File: src/rtl/ifc_pkg.sv
`timescale 1ns/1ps
package ifc_pkg;
  localparam int unsigned OFS_IRQ_VIEW = 'h00;
  localparam int unsigned OFS_MASK     = 'h04;
  localparam int unsigned OFS_ROUTE    = 'h08;
  localparam int unsigned OFS_FIQ_VIEW = 'h0C;
  localparam int unsigned OFS_RAW      = 'h10;
  localparam int unsigned OFS_CTRL     = 'h14;

  // conventional source positions
  localparam int unsigned SRC_CAL_ALARM = 31;
  localparam int unsigned SRC_CAL_TICK  = 30;
  localparam int unsigned SRC_TMR_HI    = 29;
  localparam int unsigned SRC_TMR_LO    = 26;
  localparam int unsigned SRC_SERIAL    = 22;

  localparam int unsigned CTRL_W = 1;

  typedef enum logic [2:0] {
    SEL_IRQ_VIEW, SEL_MASK, SEL_ROUTE, SEL_FIQ_VIEW, SEL_RAW, SEL_CTRL, SEL_NONE
  } reg_sel_e;
endpackage

File: src/rtl/ifc_pending.sv
`timescale 1ns/1ps
module ifc_pending #(
  parameter int unsigned NSRC = 32
) (
  input  logic            clk_i,
  input  logic            rst_ni,
  input  logic [NSRC-1:0] src_i,
  input  logic            wr_raw_i,
  input  logic            wr_clr_i,
  input  logic [NSRC-1:0] wdata_i,
  output logic [NSRC-1:0] pend_o
);
  for (genvar i = 0; i < NSRC; i++) begin : g_bit
    logic q, d;
    always_comb begin
      if (wr_raw_i)                  d = wdata_i[i];
      else if (wr_clr_i && wdata_i[i]) d = 1'b0;
      else                           d = q;
      d = d | src_i[i];  // live source beats any software clear
    end
    always_ff @(posedge clk_i or negedge rst_ni) begin
      if (!rst_ni) q <= 1'b0;
      else         q <= d;
    end
    assign pend_o[i] = q;
  end
endmodule

File: src/rtl/ifc_steer.sv
`timescale 1ns/1ps
module ifc_steer #(
  parameter int unsigned NSRC = 32
) (
  input  logic [NSRC-1:0] mask_i,
  input  logic [NSRC-1:0] route_i,
  input  logic [NSRC-1:0] pend_i,
  output logic [NSRC-1:0] irq_view_o,
  output logic [NSRC-1:0] fiq_view_o,
  output logic            irq_o,
  output logic            fiq_o
);
  for (genvar i = 0; i < NSRC; i++) begin : g_bit
    logic live;
    assign live          = mask_i[i] & pend_i[i];
    assign irq_view_o[i] = live & ~route_i[i];
    assign fiq_view_o[i] = live &  route_i[i];
  end
  assign irq_o = |irq_view_o;
  assign fiq_o = |fiq_view_o;
endmodule

File: src/rtl/ifc_csr.sv
`timescale 1ns/1ps
module ifc_csr
  import ifc_pkg::*;
#(
  parameter int unsigned AW = 8,
  parameter int unsigned DW = 32
) (
  input  logic          clk_i,
  input  logic          rst_ni,
  input  logic          req_i,
  input  logic          we_i,
  input  logic [AW-1:0] addr_i,
  input  logic [DW-1:0] wdata_i,
  input  logic [DW-1:0] pend_i,
  input  logic [DW-1:0] irq_view_i,
  input  logic [DW-1:0] fiq_view_i,
  output logic [DW-1:0] mask_o,
  output logic [DW-1:0] route_o,
  output logic          wr_raw_o,
  output logic          wr_clr_o,
  output logic [DW-1:0] rdata_o,
  output logic          rvalid_o
);
  reg_sel_e          sel;
  logic              wr, rd;
  logic [DW-1:0]     mask_q, route_q, rd_mux;
  logic [CTRL_W-1:0] ctrl_q;

  assign wr = req_i & we_i;
  assign rd = req_i & ~we_i;

  always_comb begin
    if      (addr_i == AW'(OFS_IRQ_VIEW)) sel = SEL_IRQ_VIEW;
    else if (addr_i == AW'(OFS_MASK))     sel = SEL_MASK;
    else if (addr_i == AW'(OFS_ROUTE))    sel = SEL_ROUTE;
    else if (addr_i == AW'(OFS_FIQ_VIEW)) sel = SEL_FIQ_VIEW;
    else if (addr_i == AW'(OFS_RAW))      sel = SEL_RAW;
    else if (addr_i == AW'(OFS_CTRL))     sel = SEL_CTRL;
    else                                  sel = SEL_NONE;
  end

  assign wr_raw_o = wr && (sel == SEL_RAW);
  assign wr_clr_o = wr && (sel == SEL_MASK);

  always_ff @(posedge clk_i or negedge rst_ni) begin
    if (!rst_ni) begin
      mask_q  <= '0;
      route_q <= '0;
      ctrl_q  <= '0;
    end else if (wr) begin
      if (sel == SEL_MASK)  mask_q  <= wdata_i;
      if (sel == SEL_ROUTE) route_q <= wdata_i;
      if (sel == SEL_CTRL)  ctrl_q  <= wdata_i[CTRL_W-1:0];
    end
  end

  always_comb begin
    unique case (sel)
      SEL_IRQ_VIEW: rd_mux = irq_view_i;
      SEL_MASK:     rd_mux = mask_q;
      SEL_ROUTE:    rd_mux = route_q;
      SEL_FIQ_VIEW: rd_mux = fiq_view_i;
      SEL_RAW:      rd_mux = pend_i;
      SEL_CTRL:     rd_mux = DW'(ctrl_q);
      default:      rd_mux = '0;
    endcase
  end

  always_ff @(posedge clk_i or negedge rst_ni) begin
    if (!rst_ni) begin
      rdata_o  <= '0;
      rvalid_o <= 1'b0;
    end else begin
      rvalid_o <= rd;
      if (rd) rdata_o <= rd_mux;
    end
  end

  assign mask_o  = mask_q;
  assign route_o = route_q;
endmodule

File: src/rtl/irq_fiq_ctrl.sv
`timescale 1ns/1ps
module irq_fiq_ctrl #(
  parameter int unsigned AW = 8,
  parameter int unsigned DW = 32
) (
  input  logic          clk_i,
  input  logic          rst_ni,
  input  logic [DW-1:0] src_i,
  input  logic          req_i,
  input  logic          we_i,
  input  logic [AW-1:0] addr_i,
  input  logic [DW-1:0] wdata_i,
  output logic [DW-1:0] rdata_o,
  output logic          rvalid_o,
  output logic          irq_o,
  output logic          fiq_o
);
  logic [DW-1:0] mask_q, level_q, pend_q, irq_view, fiq_view;
  logic          wr_raw, wr_clr;

  ifc_csr #(.AW(AW), .DW(DW)) u_csr (
    .clk_i, .rst_ni, .req_i, .we_i, .addr_i, .wdata_i,
    .pend_i(pend_q), .irq_view_i(irq_view), .fiq_view_i(fiq_view),
    .mask_o(mask_q), .route_o(level_q), .wr_raw_o(wr_raw), .wr_clr_o(wr_clr),
    .rdata_o, .rvalid_o
  );

  ifc_pending #(.NSRC(DW)) u_pend (
    .clk_i, .rst_ni, .src_i, .wr_raw_i(wr_raw), .wr_clr_i(wr_clr),
    .wdata_i, .pend_o(pend_q)
  );

  ifc_steer #(.NSRC(DW)) u_steer (
    .mask_i(mask_q), .route_i(level_q), .pend_i(pend_q),
    .irq_view_o(irq_view), .fiq_view_o(fiq_view), .irq_o, .fiq_o
  );
endmodule

File: config.mk
export PLATFORM = sky130hd
export DESIGN_NAME = irq_fiq_ctrl
export DESIGN_NICKNAME = d
export VERILOG_FILES = /design/src/rtl/ifc_pkg.sv /design/src/rtl/ifc_pending.sv /design/src/rtl/ifc_steer.sv /design/src/rtl/ifc_csr.sv /design/src/rtl/irq_fiq_ctrl.sv
export SDC_FILE = /design/constraint.sdc
export NUM_CORES = 1
export LEC_CHECK = 0
export ABC_AREA = 1
export BUFFER_PORTS_ARGS = -buffer_cell sky130_fd_sc_hd__buf_2
export CAP_MARGIN = 20
export CORE_ASPECT_RATIO = 2
export CORE_MARGIN = 2
export CORE_UTILIZATION = 46
export CTS_BUF_LIST = sky130_fd_sc_hd__clkbuf_4
export CTS_CLUSTER_DIAMETER = 200
export CTS_CLUSTER_SIZE = 24
export DETAILED_ROUTE_END_ITERATION = 8
export MAX_ROUTING_LAYER = met4
export PLACE_DENSITY = 0.76
export SYNTH_ARGS = -nofsm -noshare
export SYNTH_HDL_FRONTEND = slang
export SYNTH_SLANG_ARGS = --single-unit
File: constraint.sdc
create_clock -name clk_i -period 1.02 [get_ports clk_i]
set_input_delay 0.153 -clock clk_i [delete_from_list [all_inputs] [get_ports clk_i]]
set_output_delay 0.153 -clock clk_i [all_outputs]
set_load 0.05 [all_outputs]
==> results.json, run 1 <==
{
  "status": "complete, but fails checks",
  "violations": "setup timing",
  "start_kind": "register",
  "worstSetupPathType": "register to primary output",
  "grt-ovfl-total": 0,
  "regArea_um2": 3250,
  "nNetsFinal": 1492,
  "synth-compound-area-share": 0.0875,
  "clockPowerShare": 0.338,
  "cts_root_buf": "clkbuf_4",
  "yosys.area_share.simple": 0.364,
  "worst_pin_slew_ps": 444,
  "synth_cells": 1013,
  "yosys_warnings": 0,
  "grt_pass1_vias": 9437,
  "synthToLayoutAreaGrowth_pct": 69.1,
  "vdd_drop_max_v": 0.00100,
  "p_sw_mw": 3.64,
  "seq_power_share": 0.450,
  "ioPinCount": 111,
  "crit_fanout": 2,
  "finalCritPeriodShare": 2.15,
  "drt_first_pass_iters": 9,
  "power_density_nw_per_um2": 990,
  "path_cells": "nand2_2 -> nor2_2 -> nor2_2 -> nand4_1 -> nor2_1 -> nand2_2 -> buf_8",
  "drt-initial-drc-count": 1089,
  "drc_errors": 0,
  "io_buffers": 110,
  "synth_seq_area_share": 0.451,
  "maxSlewHeadroom": 0.703,
  "die_h_um": 181,
  "synthMuxAreaShare": 0.00156,
  "pwr-share-comb": 0.213,
  "cts.clk_slew.worst_paths_ps": 120,
  "ys_ff_latch": 130,
  "antenna_found_initial": 1,
  "crit_path_top_delay_cell": "dfrtp_1",
  "synth_adder_area_share": 0,
  "dp_cells": 1463,
  "cts_tree": "built",
  "die_x_um": 92.6,
  "async_flop_share": 1.00,
  "grt_max_degree": 38,
  "synthTopCellsByArea": "dfrtp_1, nand2_1, nand3_1, inv_1, nor2_1",
  "ys.flop_type": "dfrtp_1",
  "fmax_mhz": 457,
  "core_um2": 15300,
  "drive_gt1_frac": 0.487,
  "setup_ws_ps": -1170,
  "fillers": 839,
  "multi_input_area_um2": 4200,
  "cp-end-kind": "primary output",
  "place_congestion": 1.00,
  "pre_cts_slack_ps": -570,
  "die-area_um2": 16800,
  "clk_path_buf_depth": 2,
  "synth_top_area_share": 0.451,
  "worstPathRequired_ps": 870,
  "final_hold_viol_count": 0,
  "gr-usage-all-layers": 0.364,
  "clk_latency_ps": 630,
  "final_cell_count_no_fill": 1627,
  "crit_buf_inv": 1,
  "cap_viol_max_count": 0,
  "drt-total-wl_mm": 32.8,
  "ant_nets": 0,
  "routed_via_density": 5.88,
  "slew_viol_final": 0,
  "yosys.area.top_type": "dfrtp_1",
  "grt_pass1_wl_mm": 46.1,
  "rows": 64,
  "yosysUniqueCellTypes": 23,
  "swShare": 0.301,
  "vias": 9564,
  "leakage_nw": 6.34,
  "syn_nets": 1089,
  "start_util": 0.472,
  "rsz0062_at_grt": "true",
  "dpl.hpwl_mm": 17.7,
  "synth_edf_count": 0,
  "synth_xor_area_frac": 0,
  "period_needed_ps": 2190,
  "synth_area_um2": 7220,
  "arrival_ps": 2040,
  "crit_family": "simple AND/OR/NAND/NOR gates",
  "wire_per_inst_um": 20.1,
  "holdWs_ps": 22.8,
  "cpPeakStageDelay_ps": 410,
  "cts_buffers": 17,
  "finalSetupTns_ps": -17490,
  "setup_viol": 67,
  "fin_worst_skew_ps": 18.2,
  "syn_area_per_cell_um2": 7.13,
  "final_util": 0.798,
  "hp-class": "input port to register",
  "cts-htree-levels": 4,
  "clkSinkCount": 130,
  "synth_top_family_by_area": "simple AND/OR/NAND/NOR gates",
  "p_int_mw": 8.44
}
per-layer routing:
metal / up-vias / routed length [um] / GRT usage
met5: - / 0 / -
met4: 0 / 3190 / 0.276
met3: 297 / 2990 / 0.0713
met2: 759 / 16200 / 0.613
met1: 4455 / 10400 / 0.362
li1: 4053 / - / -
registers in the layout, summed over array words and instances, names as in the netlist:
signal          cells
u_csr.mask_o       32
u_csr.rdata_o      32
u_csr.route_o      32
u_pend.g_bit.q     32
u_csr.ctrl_q        1
u_csr.rvalid_o      1
synthesized netlist by cell type (2+ instances only):
master	instances
nor2_2	3
nand3_2	2
nand2_2	2
inv_2	2
nor3_1	6
dfrtp_1	130
o21ai_1	4
nand3_1	197
nand2_1	306
nand4_1	4
nor2_1	93
o21ai_2	28
buf_6	6
o21ai_0	67
buf_2	29
buf_1	2
clkbuf_1	10
o22ai_1	5
inv_1	113
placed cells by master (no fill, tap or decap), types with 11 or more instances in the layout:
master / Yosys / final
o21ai_0: 67 / 30
nand2_1: 306 / 216
dlygate4sd3_1: 0 / 66
nand2_2: 2 / 87
inv_1: 113 / 84
o21ai_2: 28 / 56
buf_4: 1 / 201
nand3_2: 2 / 47
nor2_1: 93 / 37
buf_12: 0 / 22
buf_6: 6 / 67
nor2_2: 3 / 33
nor2_4: 0 / 26
o21ai_1: 4 / 11
nand3_1: 197 / 150
buf_2: 29 / 74
inv_2: 2 / 30
dfrtp_1: 130 / 129
clkbuf_4: 0 / 19
stage by stage:
| step | area, um2 | power (mW) |
|---|---|---|
| 2_1_floorplan | 7350 | 6.20 |
| 4_1_cts | 11600 | 11.6 |
| 3_3_place_gp | 9580 | 7.20 |
| 5_1_grt | 12200 | 12.3 |
| 3_5_place_dp | 9580 | 7.23 |
| 6_report | 12200 | 12.1 |
path summary, 6_finish.rpt:
kind / startpoint / to / slack [ps] / depth (start not counted)
setup / recovery: u_csr.mask_o[27] / irq_o / -1170 / 7
hold / removal: we_i / u_csr.rdata_o[26] / 20 / 5
setup reg to reg: u_csr.route_o[25] / u_csr.rdata_o[25] / -260 / 6
hold reg to reg: u_csr.rdata_o[3] / u_csr.rdata_o[3] / 510 / 2
max in group asynchronous: rst_ni / u_csr.rdata_o[0] / 0 / 3
min in group asynchronous: rst_ni / u_csr.route_o[18] / 140 / 3
worst register-to-register path: stages (launching register included):
cell	delay [ps]
dfrtp_1	450
buf_4	170
buf_4	130
nand3_1	80
nand3_2	100
o21ai_2	170
nand2_1	80
area by class of cell:
| type | count | share of cell area |
|---|---|---|
| clock buffers | 19 | 0.0117 |
| diodes | 1 | 0.000205 |
| flip-flops and latches | 130 | 0.267 |
| clock inverters | 12 | 0.0135 |
| repair buffers | 432 | 0.308 |
| multi-input cells | 720 | 0.344 |
| well taps | 198 | 0.0203 |
| inverters | 115 | 0.0356 |
repair_timing:
action	in CTS	in global routing
pin swaps	109	113
buffers inserted	45	38
setup endpoints to repair	67	75
resized for setup	272	122
hold buffers	66	1
cloned	0	0
endpoints found under the hold margin	227	8
power groups by stage:
stage / logic, mW / clock network (mW) / registers, mW
after floorplan: 0.624 / 0 / 5.57
after global placement: 1.72 / 0 / 5.48
after detailed placement: 1.74 / 0 / 5.49
after CTS: 2.21 / 4.01 / 5.41
after global routing: 2.69 / 4.20 / 5.45
final: 2.57 / 4.08 / 5.44
cell families (layout without fill, tap and decap cells):
group | after synthesis | count (layout)
AND/OR/NAND/NOR | 615 | 615
buffers and inverters | 163 | 578
flip-flops | 130 | 130
AO/OA/AOI/OAI | 104 | 104
multiplexers | 1 | 1
other | 0 | 1
Note: power is estimated with default switching activity, not from simulation.
==> run 2: changes to the inputs <==
--- a/config.mk
+++ b/config.mk
@@ -5,7 +5,6 @@
 export SDC_FILE = /design/constraint.sdc
 export NUM_CORES = 1
 export LEC_CHECK = 0
-export ABC_AREA = 1
 export BUFFER_PORTS_ARGS = -buffer_cell sky130_fd_sc_hd__buf_2
 export CAP_MARGIN = 20
 export CORE_ASPECT_RATIO = 2
@@ -16,7 +15,7 @@
 export CTS_CLUSTER_SIZE = 24
 export DETAILED_ROUTE_END_ITERATION = 8
 export MAX_ROUTING_LAYER = met4
-export PLACE_DENSITY = 0.76
+export PLACE_DENSITY = 0.77
 export SYNTH_ARGS = -nofsm -noshare
 export SYNTH_HDL_FRONTEND = slang
 export SYNTH_SLANG_ARGS = --single-unit
==> run 2 against run 1 <==
The flow finishes with violations (DRC, setup timing). Clock power hardly changed. Sequential share of layout area is 1.2 points higher. Cell count is 24% lower. Critical path depth is 1 lower. Non-clock buffer count is 39 lower. Synthesized area is 5.4% lower. Clock skew is 20 ps higher. Critical endpoint is now fiq_o.
==> results.json, run 2 <==
{
  "leakage_nw": 5.35,
  "drc_errors": 11,
  "die_x_um": 90.2,
  "ys.flop_type": "dfrtp_1",
  "synthTopCellsByCount": "dfrtp_1, mux2_2, nand3_1",
  "synth_seq_area_share": 0.476,
  "start_kind": "register",
  "rsz0062_at_grt": "true",
  "worstPathRequired_ps": 870,
  "worst_pin_slew_ps": 648,
  "synth_cells": 664,
  "cp-end-kind": "primary output",
  "final_hold_viol_count": 0,
  "core_um2": 14700,
  "yosysMostFrequentCell": "dfrtp_1",
  "synth_top_area_share": 0.476,
  "fillers": 800,
  "vdd_drop_max_v": 0.000937,
  "yosysUniqueCellTypes": 35,
  "yosys.area.top_type": "dfrtp_1",
  "ant_nets": 0,
  "routed_via_density": 7.05,
  "cap_viol_max_count": 0,
  "drt-initial-drc-count": 1442,
  "ys_ff_latch": 130,
  "synthToLayoutAreaGrowth_pct": 71.1,
  "synth_edf_count": 0,
  "clk_latency_ps": 590,
  "finalCritPeriodShare": 2.83,
  "violations": "DRC, setup timing",
  "crit_fanout": 4,
  "grt_max_degree": 55,
  "ioPinCount": 111,
  "hp-class": "input port to async pin",
  "layout_common_cells": "buf_4, dfrtp_1, buf_2",
  "cts_tree": "built",
  "setup_viol": 163,
  "fin_worst_skew_ps": 38.7,
  "syn_nets": 740,
  "final_cell_count_no_fill": 1242,
  "die_h_um": 176,
  "wire_per_inst_um": 30.2,
  "grt_pass1_wl_mm": 49.3,
  "grt-ovfl-total": 0,
  "fin_area_um2": 11700,
  "cts.clk_slew.worst_paths_ps": 160,
  "cts-htree-levels": 4,
  "r2r_start": "u_pend.g_bit[19].q",
  "yosys_warnings": 0,
  "vias": 8754,
  "antenna_found_initial": 1,
  "drive_gt1_frac": 0.489,
  "async_flop_share": 1.00,
  "cts_root_buf": "clkbuf_4",
  "slew_viol_final": 0,
  "status": "complete, but fails checks",
  "ff2ff_path_depth": 6,
  "clkSinkCount": 130,
  "rr_endpoint": "u_csr.rdata_o[19]",
  "dpl.hpwl_mm": 15.1,
  "drt_first_pass_iters": 9,
  "io_buffers": 110,
  "fmax_mhz": 346,
  "r2r_slack_ps": -670,
  "clk_path_buf_depth": 2,
  "synthTopCellsByArea": "dfrtp_1, mux2_2, nor2b_1, a211o_1, nand3_1",
  "power_density_nw_per_um2": 950,
  "maxSlewHeadroom": 0.568,
  "cts_buffers": 17,
  "drt-total-wl_mm": 37.5,
  "gr-usage-all-layers": 0.424,
  "die-area_um2": 15900,
  "worstSetupPathType": "register to primary output",
  "setup_ws_ps": -1870,
  "arrival_ps": 2730,
  "start_util": 0.466,
  "synth_area_um2": 6830,
  "rows": 63,
  "period_needed_ps": 2890,
  "grt_pass1_vias": 8584,
  "dp_cells": 1063,
  "final_common_cell": "buf_4",
  "nNetsFinal": 1109,
  "place_congestion": 0.909,
  "post_dp_cell_area_um2": 8710,
  "syn_area_per_cell_um2": 10.3
}
## run 2: cell families (layout without fill, tap and decap cells)
| group | count (synthesis) | in the layout | share of synthesized area |
|---|---|---|---|
| compound gates | 187 | 187 | 0.201 |
| buf+inv | 76 | 458 | 0.0475 |
| flops | 130 | 130 | 0.476 |
| mux | 65 | 65 | 0.107 |
| other cells | 0 | 1 | 0 |
| simple gates | 206 | 206 | 0.167 |
## run 2: routing by layer
metal	up-vias	part of all wire	global-route usage	wire length, um
met5	-	0	-	0
met4	0	0.13	0.366	4720
met3	448	0.13	0.0999	4780
met2	933	0.46	0.683	17200
met1	4108	0.29	0.431	10800
li1	3265	-	-	-
## run 2: where the power goes
part / switching (mW) / total, mW / internal, mW
logic: 0.951 / 1.72 / 0.767
clock network: 2.30 / 4.05 / 1.76
registers: 0.0896 / 5.32 / 5.23
## run 2: area by class of cell
cell class,count,area (um2),area share
multi-input cells,458,4010,0.343
repair buffers,393,3730,0.320
flip-flops and latches,130,3260,0.279
well taps,195,244,0.0209
clock inverters,14,179,0.0153
clock buffers,18,135,0.0116
inverters,33,124,0.0106
diodes,1,2.50,0.000214
## run 2: worst max path at each step
stage	startpoint	end	cells past startpoint
5_1_grt	u_csr.route_o[7]	fiq_o	5
2_1_floorplan	addr_i[5]	u_csr.mask_o[10]	5
4_1_cts	u_csr.mask_o[25]	irq_o	6
3_3_place_gp	addr_i[5]	u_pend.g_bit[23].q	6
6_report	u_pend.g_bit[19].q	fiq_o	6
3_5_place_dp	addr_i[5]	u_pend.g_bit[13].q	6
## run 2: repair_timing
item                       in CTS  in global routing
setup buffers                  46                 30
pin swaps                      59                 30
hold endpoints to repair      227                  0
setup endpoints to repair     163                163
hold buffers                   65                  0
resized for setup             199                 96
cloned                         17                  1
## run 2: worst max-delay path, cell delays in order, from the launching register on
cell	delay, ps
dfrtp_1	460
buf_6	150
nand3_2	60
nand4_1	460
nor4_4	580
nand2_2	210
buf_8	210
## run 2: through the flow
| step | total power, mW | hold slack (ps) | setup WS [ps] | util | setup TNS, ps |
|---|---|---|---|---|---|
| after floorplan | 5.85 | -143 | -973 | - | -106190 |
| after global placement | 6.52 | 86.6 | -962 | 0.594 | -111560 |
| after detailed placement | 6.57 | 90.4 | -1040 | 0.594 | -116610 |
| after CTS | 10.7 | 22.1 | -1130 | 0.764 | -62600 |
| after global routing | 11.3 | 39.1 | -2000 | 0.797 | -83420 |
| final | 11.1 | 25.8 | -1870 | 0.797 | -82390 |
